--- config.mk ---
export PLATFORM = sky130hd
export DESIGN_NAME = tagarith_unit
export DESIGN_NICKNAME = d
export VERILOG_FILES = /design/src/rtl/tagarith_pkg.sv /design/src/rtl/tagarith_tag_check.sv /design/src/rtl/tagarith_addsub.sv /design/src/rtl/tagarith_flags.sv /design/src/rtl/tagarith_unit.sv
export SDC_FILE = /design/constraint.sdc
export NUM_CORES = 1
export LEC_CHECK = 0
export ABC_AREA = 1
export BUFFER_PORTS_ARGS = -buffer_cell sky130_fd_sc_hd__clkbuf_2
export CAP_MARGIN = 20
export CORE_ASPECT_RATIO = 0.75
export CORE_MARGIN = 1.5
export CORE_UTILIZATION = 49
export CTS_BUF_LIST = sky130_fd_sc_hd__clkbuf_16
export DETAILED_ROUTE_END_ITERATION = 10
export HOLD_SLACK_MARGIN = 0.06
export PLACE_DENSITY_LB_ADDON = 0.25
export SLEW_MARGIN = 30
export SYNTH_ARGS = -nofsm -noshare
export SYNTH_HDL_FRONTEND = slang
export SYNTH_SLANG_ARGS = --single-unit
--- constraint.sdc ---
create_clock -name clk -period 3.2 [get_ports clk]
set_clock_uncertainty 0.2 [all_clocks]
set_input_delay 0.48 -clock clk [delete_from_list [all_inputs] [get_ports clk]]
set_output_delay 0.48 -clock clk [all_outputs]
set_load 0.05 [all_outputs]
--- src/rtl/tagarith_pkg.sv ---
package tagarith_pkg;

    localparam int DEF_DATA_W = 32;
    localparam int DEF_TAG_W  = 2;

    typedef enum logic {
        OP_ADD = 1'b0,
        OP_SUB = 1'b1
    } arith_op_e;

    typedef struct packed {
        logic n;
        logic z;
        logic v;
        logic c;
    } ccodes_t;

    localparam ccodes_t CC_CLEAR = '{n: 1'b0, z: 1'b0, v: 1'b0, c: 1'b0};

    // Signed overflow rule for a + b_eff (b_eff already inverted for subtract).
    function automatic logic sign_overflow(input logic a_msb, input logic b_eff_msb,
                                           input logic r_msb);
        return (a_msb == b_eff_msb) && (r_msb != a_msb);
    endfunction

endpackage

--- src/rtl/tagarith_tag_check.sv ---
module tagarith_tag_check #(
    parameter int DATA_W = tagarith_pkg::DEF_DATA_W,
    parameter int TAG_W  = tagarith_pkg::DEF_TAG_W
) (
    input  logic [DATA_W-1:0] opnd_a,
    input  logic [DATA_W-1:0] opnd_b,
    output logic              tag_bad
);
    logic [TAG_W-1:0] bit_bad;

    for (genvar i = 0; i < TAG_W; i++) begin : g_tag
        assign bit_bad[i] = opnd_a[i] | opnd_b[i];
    end

    assign tag_bad = |bit_bad;
endmodule

--- src/rtl/tagarith_addsub.sv ---
module tagarith_addsub
    import tagarith_pkg::*;
#(
    parameter int DATA_W = DEF_DATA_W
) (
    input  arith_op_e         op,
    input  logic [DATA_W-1:0] opnd_a,
    input  logic [DATA_W-1:0] opnd_b,
    output logic [DATA_W-1:0] sum,
    output logic              carry,
    output logic              ovf
);
    localparam int MSB = DATA_W - 1;

    logic [DATA_W-1:0] b_eff;
    logic [DATA_W:0]   wide;
    logic              is_sub;

    always_comb begin
        is_sub = (op == OP_SUB);
        b_eff  = is_sub ? ~opnd_b : opnd_b;
        wide   = {1'b0, opnd_a} + {1'b0, b_eff} + {{DATA_W{1'b0}}, is_sub};
        sum    = wide[MSB:0];
        // Carry out for add; borrow (inverted carry) for subtract.
        carry  = is_sub ? ~wide[DATA_W] : wide[DATA_W];
        ovf    = sign_overflow(opnd_a[MSB], b_eff[MSB], wide[MSB]);
    end
endmodule

--- src/rtl/tagarith_flags.sv ---
module tagarith_flags
    import tagarith_pkg::*;
(
    input  logic    clk,
    input  logic    rst,
    input  logic    commit,
    input  ccodes_t next_cc,
    output ccodes_t cc
);
    always_ff @(posedge clk) begin
        if (rst) begin
            cc <= CC_CLEAR;
        end else if (commit) begin
            cc <= next_cc;
        end
    end
endmodule

--- src/rtl/tagarith_unit.sv ---
module tagarith_unit
    import tagarith_pkg::*;
#(
    parameter int DATA_W = DEF_DATA_W,
    parameter int TAG_W  = DEF_TAG_W
) (
    input  logic              clk,
    input  logic              rst,
    input  logic              in_valid,
    input  logic              op_sub,
    input  logic [DATA_W-1:0] src_a,
    input  logic [DATA_W-1:0] src_b,
    output logic              out_valid,
    output logic [DATA_W-1:0] result,
    output logic              trap,
    output logic              flag_n,
    output logic              flag_z,
    output logic              flag_v,
    output logic              flag_c
);
    localparam int MSB = DATA_W - 1;

    arith_op_e         op;
    logic              tag_bad;
    logic [DATA_W-1:0] raw_sum;
    logic              raw_carry;
    logic              raw_ovf;
    logic              commit;
    ccodes_t           next_cc;
    ccodes_t           cc_q;

    assign op = op_sub ? OP_SUB : OP_ADD;

    tagarith_tag_check #(.DATA_W(DATA_W), .TAG_W(TAG_W)) u_tag (
        .opnd_a  (src_a),
        .opnd_b  (src_b),
        .tag_bad (tag_bad)
    );

    tagarith_addsub #(.DATA_W(DATA_W)) u_alu (
        .op     (op),
        .opnd_a (src_a),
        .opnd_b (src_b),
        .sum    (raw_sum),
        .carry  (raw_carry),
        .ovf    (raw_ovf)
    );

    always_comb begin
        trap      = in_valid & (tag_bad | raw_ovf);
        commit    = in_valid & ~(tag_bad | raw_ovf);
        next_cc.n = raw_sum[MSB];
        next_cc.z = (raw_sum == '0);
        next_cc.v = raw_ovf;
        next_cc.c = raw_carry;
    end

    tagarith_flags u_flags (
        .clk     (clk),
        .rst     (rst),
        .commit  (commit),
        .next_cc (next_cc),
        .cc      (cc_q)
    );

    assign out_valid = commit;
    assign result    = commit ? raw_sum : '0;
    assign flag_n    = cc_q.n;
    assign flag_z    = cc_q.z;
    assign flag_v    = cc_q.v;
    assign flag_c    = cc_q.c;
endmodule

==> results.py, run 1 <==
metrics = {
    "synthesis": {
        "synth_nets": 734,
        "synth_top_cell_by_area": "nand2_1",
        "synthCells": 631,
        "yosysTopAreaCellShare_pct": 23.88,
        "yosys-top-cells-area": "nand2_1, inv_1, ha_1, xor2_1, nand3_1",
        "synth.cell_area_sq_um": 3363,
        "ys_seq_area_share_pct": 2.381,
        "synth_warnings": 0,
        "synth-seq-cells": 4,
        "ys_types": 32,
        "syn_avg_cell_area_sq_um": 5.330,
    },
    "run_status": {
        "status": "stopped before the end",
        "lastStage": "global routing (5_1_grt)",
        "error_line": "[ERROR GRT-0232] Routing congestion too high. Check the congestion heatmap in the GUI.",
    },
    "clock_network": {
        "clk_path_buf_depth": 2,
        "cts_inserted_buffers": 3,
        "htreeDepth": 1,
        "ctsHoldBuffers": 0,
        "cts_root_buffer": "clkbuf_16",
        "cts_num_sinks": 4,
    },
    "placement": {
        "globalplace.congestion": 0.9224,
        "io_buffers": 104,
        "dp_hpwl_mm": 12.13,
        "dp_cells": 936,
    },
    "grt": {
        "grt_max_degree": 11,
        "gr-total-overflow": 358,
        "track_usage_pct": 88.94,
    },
    "floorplanning": {
        "rows": 25,
        "ios": 106,
        "dieHeight_um": 74.75,
        "die_x_um": 98.67,
        "initial_core_util_pct": 51.94,
    },
}
through the flow:
step	setup slack, ps	cell area [sq um]	hold slack, ps	setup TNS (ps)
after CTS	-373.3	6122	239.1	-10920
after floorplan	-420.2	3711	349.1	-12420
after detailed placement	-522.3	5419	276.7	-16450
after global placement	-381.3	5419	254.3	-11400
synthesized netlist by cell type:
cell      count
clkbuf_1      3
a21oi_2      16
o21bai_1      4
nor2_2       18
nand3_2       1
fa_1          1
nor3_2        1
nor2_1       51
nand2_1     214
xor2_1       41
nor4_1        2
o21ai_0       5
nand3_1      41
nand3b_1      3
xnor2_1       5
nand2_4       3
nor2_8        1
inv_4         1
o21ai_1       2
a21oi_1      26
inv_1       119
inv_2         8
conb_1        1
and2_2        1
dfxtp_1       4
nand4_1       6
buf_6         3
nand2_2       8
nor3_1        5
nor2_4        1
buf_4         2
ha_1         34
logic make-up after synthesis:
kind of cell | Yosys count | share of synthesized area (%)
other | 1 | 0.1115
buffers and inverters | 136 | 16.15
AND/OR/NAND/NOR | 356 | 46.17
adder cells (fa/ha/maj) | 35 | 13.24
XOR/XNOR | 46 | 11.98
flip-flops | 4 | 2.381
AO/OA/AOI/OAI | 53 | 9.970
metal layers:
metal  GRT usage [%]  overflow
met5           41.67         1
met2           116.3       246
met1           80.73         4
met4           107.9       101
met3           65.46         6
repair_timing:
item	in CTS
setup endpoints to repair	34
pin swaps	37
gates resized for setup	92
gates cloned	4
buffers inserted	16
==> run 2, diff against run 1 <==
CORE_ASPECT_RATIO = unset   (was 0.75)
CORE_UTILIZATION = 40   (was 49)
CTS_BUF_LIST = unset   (was sky130_fd_sc_hd__clkbuf_16)
HOLD_SLACK_MARGIN = unset   (was 0.06)
PLACE_DENSITY_LB_ADDON = 0.15   (was 0.25)
clock period = 4.2 ns   (was 3.2 ns; I/O delays follow)
==> results.py, run 2 <==
metrics = {
    "power_and_ir_drop": {
        "p_leak_nw": 2.716,
        "powerDensity_nw_per_um2": 200.5,
        "ir_drop_v": 0.00007965,
        "total_power_mw": 0.9167,
    },
    "clock_network": {
        "cts_inserted_buffers": 3,
        "cts_root_buffer": "clkbuf_8",
        "htreeDepth": 1,
        "cts_num_sinks": 4,
        "insertion_delay_ps": 220,
        "clk_path_buf_depth": 2,
        "clk_pin_slew_worst_paths_ps": 40,
        "cts_tree": "done",
        "ctsHoldBuffers": 0,
    },
    "floorplanning": {
        "fp.coreArea_sq_um": 8175,
        "dieHeight_um": 94.70,
        "initial_core_util_pct": 41.14,
        "rows": 33,
        "die_x_um": 94.70,
        "ios": 106,
        "die_area_sq_um": 8967,
    },
    "placement": {
        "io_buffers": 104,
        "dp_hpwl_mm": 9.196,
        "globalplace.congestion": 0.9129,
    },
    "synthesis": {
        "yosysMostFrequentCell": "nand2_1",
        "yosys-top-cells-area": "nand2_1, inv_1, ha_1, xor2_1, nand3_1",
        "yosysTopAreaCellShare_pct": 23.88,
        "async_flop_share_pct": 0,
        "synth_nets": 734,
        "synth_flop_cell": "dfxtp_1",
        "synth-seq-cells": 4,
        "synth_edf_count": 0,
        "syn_avg_cell_area_sq_um": 5.330,
        "synth_top_cell_by_area": "nand2_1",
        "ys_seq_area_share_pct": 2.381,
        "synth.cell_area_sq_um": 3363,
        "ys_types": 32,
        "synthTopCellsByCount": "nand2_1, inv_1, nor2_1, nand3_1, xor2_1",
        "synthCells": 631,
        "synth_warnings": 0,
    },
    "critical_path": {
        "cp_slowest_cell": "ha_1",
        "crit_path_max_fanout": 18,
        "critPathBufInv": 6,
        "cpPeakStageDelay_ps": 340,
        "critical_path_class": "input port to output pin",
        "worstRegToRegCells": 2,
        "crit_family": "simple AND/OR/NAND/NOR gates",
        "path_cells": "clkbuf_2, buf_12, xor2_1, ha_1, nand2_2, inv_2, nand2_1, nand3_1, a21oi_2, nand2_4, nand2_2, nand3_1, nand3_2, nand2_2, nor2_8, inv_4, buf_12, a21oi_2, buf_12",
        "crit_required_ps": 3370,
        "critPathArrivalTime_ps": 3240,
        "crit_path_start_kind": "input port",
        "crit_cells": 19,
        "crit_path_end_kind": "output pin",
    },
    "cells_and_area": {
        "synthToLayoutAreaGrowth_pct": 35.94,
        "n_antenna_cell": 0,
        "mostFrequentLayoutCells": "nand2_1, inv_1, clkbuf_2, nor2_1, nand3_1",
        "regArea_sq_um": 80.08,
        "fill_cells": 860,
        "multiInputGateArea_sq_um": 2870,
        "largest_register": "u_flags.cc",
        "largest_reg_flops": 4,
        "largestRegisters": "u_flags.cc: 4 flops",
        "layout_commonest_cell": "nand2_1",
        "nNetsFinal": 859,
        "drive_above_1_share_pct": 26.26,
    },
    "detailed_routing": {
        "wl_per_cell_um": 12.14,
        "firstDrtPassIters": 4,
        "routed_wl_mm": 10.43,
        "ant_nets": 0,
        "drt_iter0_drc": 148,
        "dr_total_vias": 4020,
        "drc": 0,
        "vias_per_cell": 4.680,
    },
    "min_path": {
        "hold_depth": 2,
        "holdCritPathClass": "flip-flop to flip-flop",
    },
    "grt": {
        "grt_max_degree": 19,
        "antenna_found_initial": 0,
        "gr-total-overflow": 0,
        "grt_first_pass_wirelength_mm": 16.67,
        "track_usage_pct": 23.01,
        "grt_pass1_vias": 3610,
    },
    "run_status": {
        "status": "completed",
    },
    "flow_run": {
        "max_cap_violations": 0,
    },
    "sta": {
        "finalHoldViolCount": 0,
        "grt_setup_unrepaired": "yes",
        "period_share_pct": 97.00,
        "finalSetupViolations": 0,
        "max_freq_ghz": 0.2455,
        "slew_violations": 0,
        "min_period_ps": 4074,
        "worst_hold_slack_ps": 250.8,
    },
}
==> run 2: cell counts after synthesis <==
No cell type changed its count.
==> run 2: cells by family after synthesis <==
logic type | count (synthesis) | synth area share [%]
flip-flops | 4 | 2.381
other | 1 | 0.1115
XOR/XNOR | 46 | 11.98
AO/OA/AOI/OAI | 53 | 9.970
AND/OR/NAND/NOR | 356 | 46.17
buffers and inverters | 136 | 16.15
adder cells (fa/ha/maj) | 35 | 13.24
==> run 2: timing repair <==
item | CTS | global route
endpoints found under the setup margin | 0 | 23
resized for setup | 0 | 39
buffers inserted | 0 | 8
==> run 2: worst paths after layout <==
kind | startpoint | to | slack (ps)
max | op_sub | result[19] | 130
min reg2reg | u_flags.cc[1] | u_flags.cc[1] | 250
min | u_flags.cc[1] | u_flags.cc[1] | 250
max reg2reg | u_flags.cc[2] | u_flags.cc[2] | 3350
==> run 2: stage by stage <==
stage	setup slack (ps)	utilization, %	setup TNS [ps]	cells	instance area [sq um]
2_1_floorplan	-100.7	-	-2001	631	3403
3_3_place_gp	102.3	53.21	0	848	4350
3_5_place_dp	61.01	53.21	0	848	4350
4_1_cts	58.88	53.72	0	851	4392
5_1_grt	-34.46	55.92	-168.6	859	4572
6_report	126.1	55.92	0	859	4572
==> run 2: area by class of cell <==
class / instances / area share, %
inverters: 128 / 10.56
multi-input cells: 491 / 62.78
flip-flops and latches: 4 / 1.752
well taps: 105 / 2.874
repair buffers: 128 / 21.13
clock buffers: 3 / 0.9031
==> run 2: where the power goes <==
group          total [mW]  leakage (nW)  switching [mW]  internal (mW)
sequential         0.0391        0.0323        0.000242         0.0388
combinational       0.795          2.66           0.514          0.280
clock              0.0829        0.0216          0.0217         0.0613
total               0.917          2.72           0.536          0.380
==> run 2: routing by layer <==
layer	track usage [%]	wire length [um]	vias up
met2	38.51	4766	106
met5	0	0	-
met4	3.109	70	0
li1	-	-	2162
met3	0.8857	457	6
met1	33.17	5135	1746
==> run 2: worst register-to-register path, stage by stage (launching register included) <==
cell and delay [ps]:
dfxtp_1 300, o21ai_0 180, a21oi_1 60
(Power assumes the default switching activity.)
==> run 3, diff against run 2 <==
CORE_UTILIZATION = 54   (was 40)
REMOVE_ABC_BUFFERS = 1   (was unset)
==> results.py, run 3 (synthesis gave the netlist of run 2 again) <==
metrics = {
    "cells_and_area": {
        "utilization_pct": 78.05,
        "synthToLayoutAreaGrowth_pct": 38.21,
        "n_antenna_cell": 0,
        "nNetsFinal": 859,
        "drive_above_1_share_pct": 25.20,
        "largest_register": "u_flags.cc",
        "largestRegisters": "u_flags.cc: 4 flops",
        "fin_cells": 829,
        "mostFrequentLayoutCells": "nand2_1, inv_1, clkbuf_2, nor2_1",
        "layout_commonest_cell": "nand2_1",
        "largest_reg_flops": 4,
    },
    "sta": {
        "grt_setup_unrepaired": "no",
        "finalSetupViolations": 0,
        "fin_setup_tns_ps": 0,
        "period_share_pct": 96.43,
        "layout_setup_ws_ps": 150.0,
        "max_freq_ghz": 0.2469,
        "slew_violations": 0,
        "relSlewSlack_pct": 63.95,
        "min_period_ps": 4050,
        "tightest_slew_ps": 535.7,
        "finalHoldViolCount": 0,
    },
    "floorplanning": {
        "fp.coreArea_sq_um": 5956,
        "die_area_sq_um": 6711,
        "die_x_um": 81.92,
        "initial_core_util_pct": 56.47,
        "rows": 28,
        "ios": 106,
        "dieHeight_um": 81.92,
    },
    "power_and_ir_drop": {
        "powerDensity_nw_per_um2": 195.1,
        "ir_drop_v": 0.0001790,
        "p_leak_nw": 2.770,
        "total_power_mw": 0.9067,
    },
    "critical_path": {
        "critPathArrivalTime_ps": 3220,
        "path_cells": "buf_6, buf_12, xor2_1, ha_1, inv_1, o21ai_0, a21oi_1, nand2_1, a21oi_2, nand3_1, nand3_2, nand2_2, nor2_8, inv_4, buf_12, a21oi_2, buf_12",
        "cpMostUsedCell": "buf_12",
        "crit_path_end_kind": "output pin",
        "crit_path_start_kind": "input port",
        "crit_path_max_fanout": 15,
        "critical_path_class": "input port to output pin",
        "crit_family": "buffers and inverters",
        "cp_slowest_cell": "ha_1",
        "critPathBufInv": 6,
        "cpPeakStageDelay_ps": 330,
        "crit_required_ps": 3370,
    },
    "detailed_routing": {
        "drt_iter0_drc": 281,
        "ant_nets": 0,
        "drc": 0,
        "dr_total_vias": 4257,
        "vias_per_cell": 5.135,
        "wl_per_cell_um": 12.86,
        "routed_wl_mm": 10.66,
        "firstDrtPassIters": 5,
    },
    "placement": {
        "pre_cts_ws_ps": -3.375,
        "dp_hpwl_mm": 9.342,
        "dp_cells": 825,
        "globalplace.congestion": 1.006,
        "io_buffers": 104,
    },
    "grt": {
        "antenna_found_initial": 0,
        "track_usage_pct": 31.01,
        "grt_first_pass_wirelength_mm": 16.41,
        "gr-total-overflow": 0,
        "grt_pass1_vias": 3783,
        "grt_max_degree": 16,
    },
    "clock_network": {
        "cts_inserted_buffers": 3,
        "insertion_delay_ps": 220,
        "htreeDepth": 1,
        "cts_setup_buffers": 0,
        "cts_num_sinks": 4,
        "cts_root_buffer": "clkbuf_8",
        "clk_path_buf_depth": 2,
        "cts_tree": "done",
        "clk_pin_slew_worst_paths_ps": 30,
    },
    "flow_run": {
        "max_cap_violations": 0,
    },
    "run_status": {
        "status": "completed",
    },
    "min_path": {
        "holdCritPathClass": "flip-flop to flip-flop",
    },
}
run 3: what timing repair did:
action / in CTS / in global routing
pin swaps: 0 / 1
hold buffers: 0 / 0
endpoints found under the setup margin: 3 / 23
gates cloned: 0 / 1
gates resized for setup: 1 / 2
run 3: cell type report:
class | instances | area, sq um
Clock buffer | 3 | 41.29
Fill cell | 480 | 1308
Inverter | 128 | 483.0
Multi-Input combinational cell | 491 | 2740
Sequential cell | 4 | 80.08
Tap cell | 75 | 93.84
Timing Repair Buffer | 128 | 1210
run 3: final timing paths:
check,startpoint,endpoint,slack [ps],cells after the start
worst max-delay path,op_sub,result[20],150,17
worst min-delay path,u_flags.cc[3],u_flags.cc[3],260,2
worst max register to register,u_flags.cc[2],u_flags.cc[2],3280,2
worst min register to register,u_flags.cc[3],u_flags.cc[3],260,2
run 3: routing by layer:
metal  GRT usage [%]  part of all wire [%]  up-vias
met5               0                     0        -
met4           5.932                   1.8        0
met3           1.333                   7.2       17
met2           56.56                    48      180
met1           40.17                    43     1888
li1                -                     -     2172
run 3: metrics by stage:
step	hold WS (ps)	cell area [sq um]
6_report	261.7	4648
5_1_grt	283.8	4648
4_1_cts	257.9	4619
3_5_place_dp	248.6	4576
3_3_place_gp	240.9	4576
2_1_floorplan	482.2	3303
run 3: worst reg2reg max path: stages, from the launching register on:
cell	delay, ps
dfxtp_1	310
o21ai_0	230
a21oi_1	60
run 3: power breakdown:
group          switching (mW)  total, mW  internal [mW]
clock network          0.0211     0.0823         0.0612
registers            0.000326     0.0392         0.0389
logic                   0.501      0.785          0.284
==> run 4, diff against run 3 <==
--- a/config.mk
+++ b/config.mk
@@ -10,5 +10,5 @@
 export CAP_MARGIN = 20
 export CORE_MARGIN = 1.5
-export CORE_UTILIZATION = 54
+export CORE_UTILIZATION = 53
 export DETAILED_ROUTE_END_ITERATION = 10
 export PLACE_DENSITY_LB_ADDON = 0.15
@@ -17,3 +17,4 @@
 export SYNTH_ARGS = -nofsm -noshare
 export SYNTH_HDL_FRONTEND = slang
+export SYNTH_HIERARCHICAL = 1
 export SYNTH_SLANG_ARGS = --single-unit
==> constraint.sdc (replaced) <==
create_clock -name clk -period 4.2 [get_ports clk]
set_clock_uncertainty 0.2 [all_clocks]
set_input_delay 0.42 -clock clk [delete_from_list [all_inputs] [get_ports clk]]
set_output_delay 0.42 -clock clk [all_outputs]
set_load 0.05 [all_outputs]
==> results.py, run 4 <==
metrics = {
    "grt": {
        "antenna_found_initial": 0,
        "grt_pass1_vias": 3726,
        "grt_first_pass_wirelength_mm": 15.90,
        "track_usage_pct": 31.09,
        "gr-total-overflow": 0,
        "grt_max_degree": 21,
    },
    "power_and_ir_drop": {
        "switching_share_pct": 58.11,
        "powerDensity_nw_per_um2": 205.7,
        "ir_drop_v": 0.0001200,
        "clockPowerShare_pct": 9.9,
        "power.switching_mw": 0.4926,
        "p_leak_nw": 2.256,
        "p_seq_share_pct": 4.7,
        "pwr-share-comb_pct": 85.5,
        "p_int_mw": 0.3551,
    },
    "detailed_routing": {
        "dr.max_layer_used": "met4",
        "firstDrtPassIters": 7,
        "wl_per_cell_um": 13.09,
        "vias_per_cell": 5.156,
        "drt_iter0_drc": 178,
        "routed_wl_mm": 9.502,
        "ant_nets": 0,
        "met1_length_mm": 3.976,
        "dr_total_vias": 3743,
        "drc": 0,
        "wl_met2_mm": 4.841,
        "met3_length_um": 409,
    },
    "cells_and_area": {
        "synthToLayoutAreaGrowth_pct": 32.77,
        "layout_commonest_cell": "nand2_1",
        "largest_reg_flops": 4,
        "largest_register": "u_flags/cc",
        "mostFrequentLayoutCells": "nand2_1, inv_1, clkbuf_2, nor2_1, xor2_1",
        "largestRegisters": "u_flags/cc: 4 flops",
        "n_antenna_cell": 0,
        "drive_above_1_share_pct": 27.22,
        "fin_cells": 726,
        "nNetsFinal": 756,
    },
    "critical_path": {
        "path_cells": "clkbuf_2, buf_4, xor2_1, ha_1, a21oi_1, nor2_1, nor2_2, nand2_2, nand2_2, nand2_4, nand2_2, nand2_4, nand2_1, nand2_1, nor2_2, inv_1, nand3_4, buf_4, nor2_2, buf_12",
        "critPathArrivalTime_ps": 3300,
        "crit_path_start_kind": "input port",
        "crit_path_end_kind": "output pin",
        "critical_path_class": "input port to output pin",
        "crit_required_ps": 3580,
        "cpPeakStageDelay_ps": 360,
        "rrSetupSlack_ps": 3420,
        "crit_path_max_fanout": 18,
        "cp_slowest_cell": "buf_4",
    },
    "synthesis": {
        "synth_flop_cell": "dfxtp_1",
        "synthTopCellsByCount": "nand2_1, inv_1, nor2_1, xor2_1, a21oi_1",
        "ys_types": 35,
        "yosys-top-cells-area": "nand2_1, xor2_1, ha_1, inv_1, nor2_1",
        "yosysMostFrequentCell": "nand2_1",
        "synth_warnings": 6,
        "synth_edf_count": 0,
        "ys_seq_area_share_pct": 2.580,
        "syn_avg_cell_area_sq_um": 5.634,
        "async_flop_share_pct": 0,
        "yosysTopAreaCellShare_pct": 16.57,
        "synth.cell_area_sq_um": 3104,
        "synth_top_cell_by_area": "nand2_1",
        "synth-seq-cells": 4,
        "synthCells": 551,
    },
    "clock_network": {
        "htreeDepth": 1,
        "insertion_delay_ps": 220,
        "cts_inserted_buffers": 3,
        "cts_root_buffer": "clkbuf_8",
        "cts_setup_buffers": 0,
        "clk_pin_slew_worst_paths_ps": 30,
        "clk_path_buf_depth": 2,
        "cts_tree": "done",
        "cts_num_sinks": 4,
    },
    "sta": {
        "fin_setup_tns_ps": 0,
        "relSlewSlack_pct": 70.68,
        "worst_hold_slack_ps": 264.6,
        "slew_violations": 0,
        "max_freq_ghz": 0.2548,
        "period_share_pct": 93.43,
        "tightest_slew_ps": 435.2,
        "finalHoldViolCount": 0,
        "finalSetupViolations": 0,
        "min_period_ps": 3924,
        "grt_setup_unrepaired": "no",
    },
    "floorplanning": {
        "die_x_um": 79.53,
        "dieHeight_um": 79.53,
        "rows": 27,
        "ios": 106,
        "initial_core_util_pct": 55.69,
        "fp.coreArea_sq_um": 5574,
        "die_area_sq_um": 6325,
    },
    "placement": {
        "dp_hpwl_mm": 8.362,
        "dp_cells": 723,
        "globalplace.congestion": 0.9519,
        "io_buffers": 105,
    },
    "run_status": {
        "status": "completed",
    },
    "min_path": {
        "holdCritPathClass": "input port to flip-flop",
    },
    "flow_run": {
        "max_cap_violations": 0,
    },
}
[run 4: cell types whose count changed in the layout (fill, tap and decap cells not counted), sizes merged, moves of 4 or more]
cell   before  now
inv       128   88
buf        53   30
a21oi      42   38
nand3      42   26
nor2       71  106
o21a        0    6
a21o        0    5
xor2       41   47
o21ai       7   17
nand2     225  153
[run 4: final timing paths]
check,from,depth (start not counted),endpoint
worst max register to register,u_flags/cc[2],2,u_flags/cc[2]
worst max-delay path,op_sub,20,result[18]
worst min register to register,u_flags/cc[1],2,u_flags/cc[1]
worst min-delay path,rst,4,u_flags/cc[1]
[run 4: area by class of cell]
cell class	instances	area, sq um
repair buffers	108	957.2
flip-flops and latches	4	80.08
multi-input cells	450	2619
clock buffers	3	41.29
well taps	72	90.09
inverters	89	334.1
fillers	482	1453
[run 4: cells by family (layout without fill, tap and decap cells)]
family / after synthesis / in the layout / synth area share (%)
flops: 4 / 4 / 2.580
xor+xnor: 49 / 49 / 14.07
buf+inv: 97 / 200 / 13.06
compound gates: 72 / 72 / 13.30
fa+ha+maj: 32 / 32 / 13.14
simple gates: 297 / 297 / 43.85
[run 4: power by group through the flow]
stage | sequential, mW | combinational, mW | clock (mW)
finish | 0.0395 | 0.725 | 0.0837
global route | 0.0396 | 0.806 | 0.0882
CTS | 0.0395 | 0.716 | 0.0849
detailed placement | 0.0401 | 0.712 | 0
global placement | 0.0400 | 0.699 | 0
floorplan | 0.0429 | 0.523 | 0
[run 4: per-stage QoR]
step	util, %	worst slack (ps)	instance area, sq um	power [mW]
after detailed placement	73.13	235.0	4076	0.7521
after floorplan	-	597.4	3033	0.5662
after CTS	73.87	226.7	4118	0.8408
final	73.94	275.7	4121	0.8477
after global routing	73.94	69.66	4121	0.9335
after global placement	73.13	283.4	4076	0.7389
[run 4: timing repair]
item                                    4_1_cts  5_1_grt
resized for setup                             0        1
hold buffers                                  0        0
endpoints found under the setup margin        0        1
[run 4: routing by layer]
layer  track usage, %  vias up
li1                 -     1927
met1            34.92     1660
met2            59.49      132
met3            2.857       24
met4            11.75        0
met5                0        -
[run 4: critical path, delay by kind of cell]
kind | cells | cell delay (ps)
AOI/OAI and AO/OA | 1 | 240
xor gates and xnor gates | 1 | 210
adders and majority gates | 1 | 310
buffers and inverters | 5 | 950
and+or+nand+nor | 12 | 1130
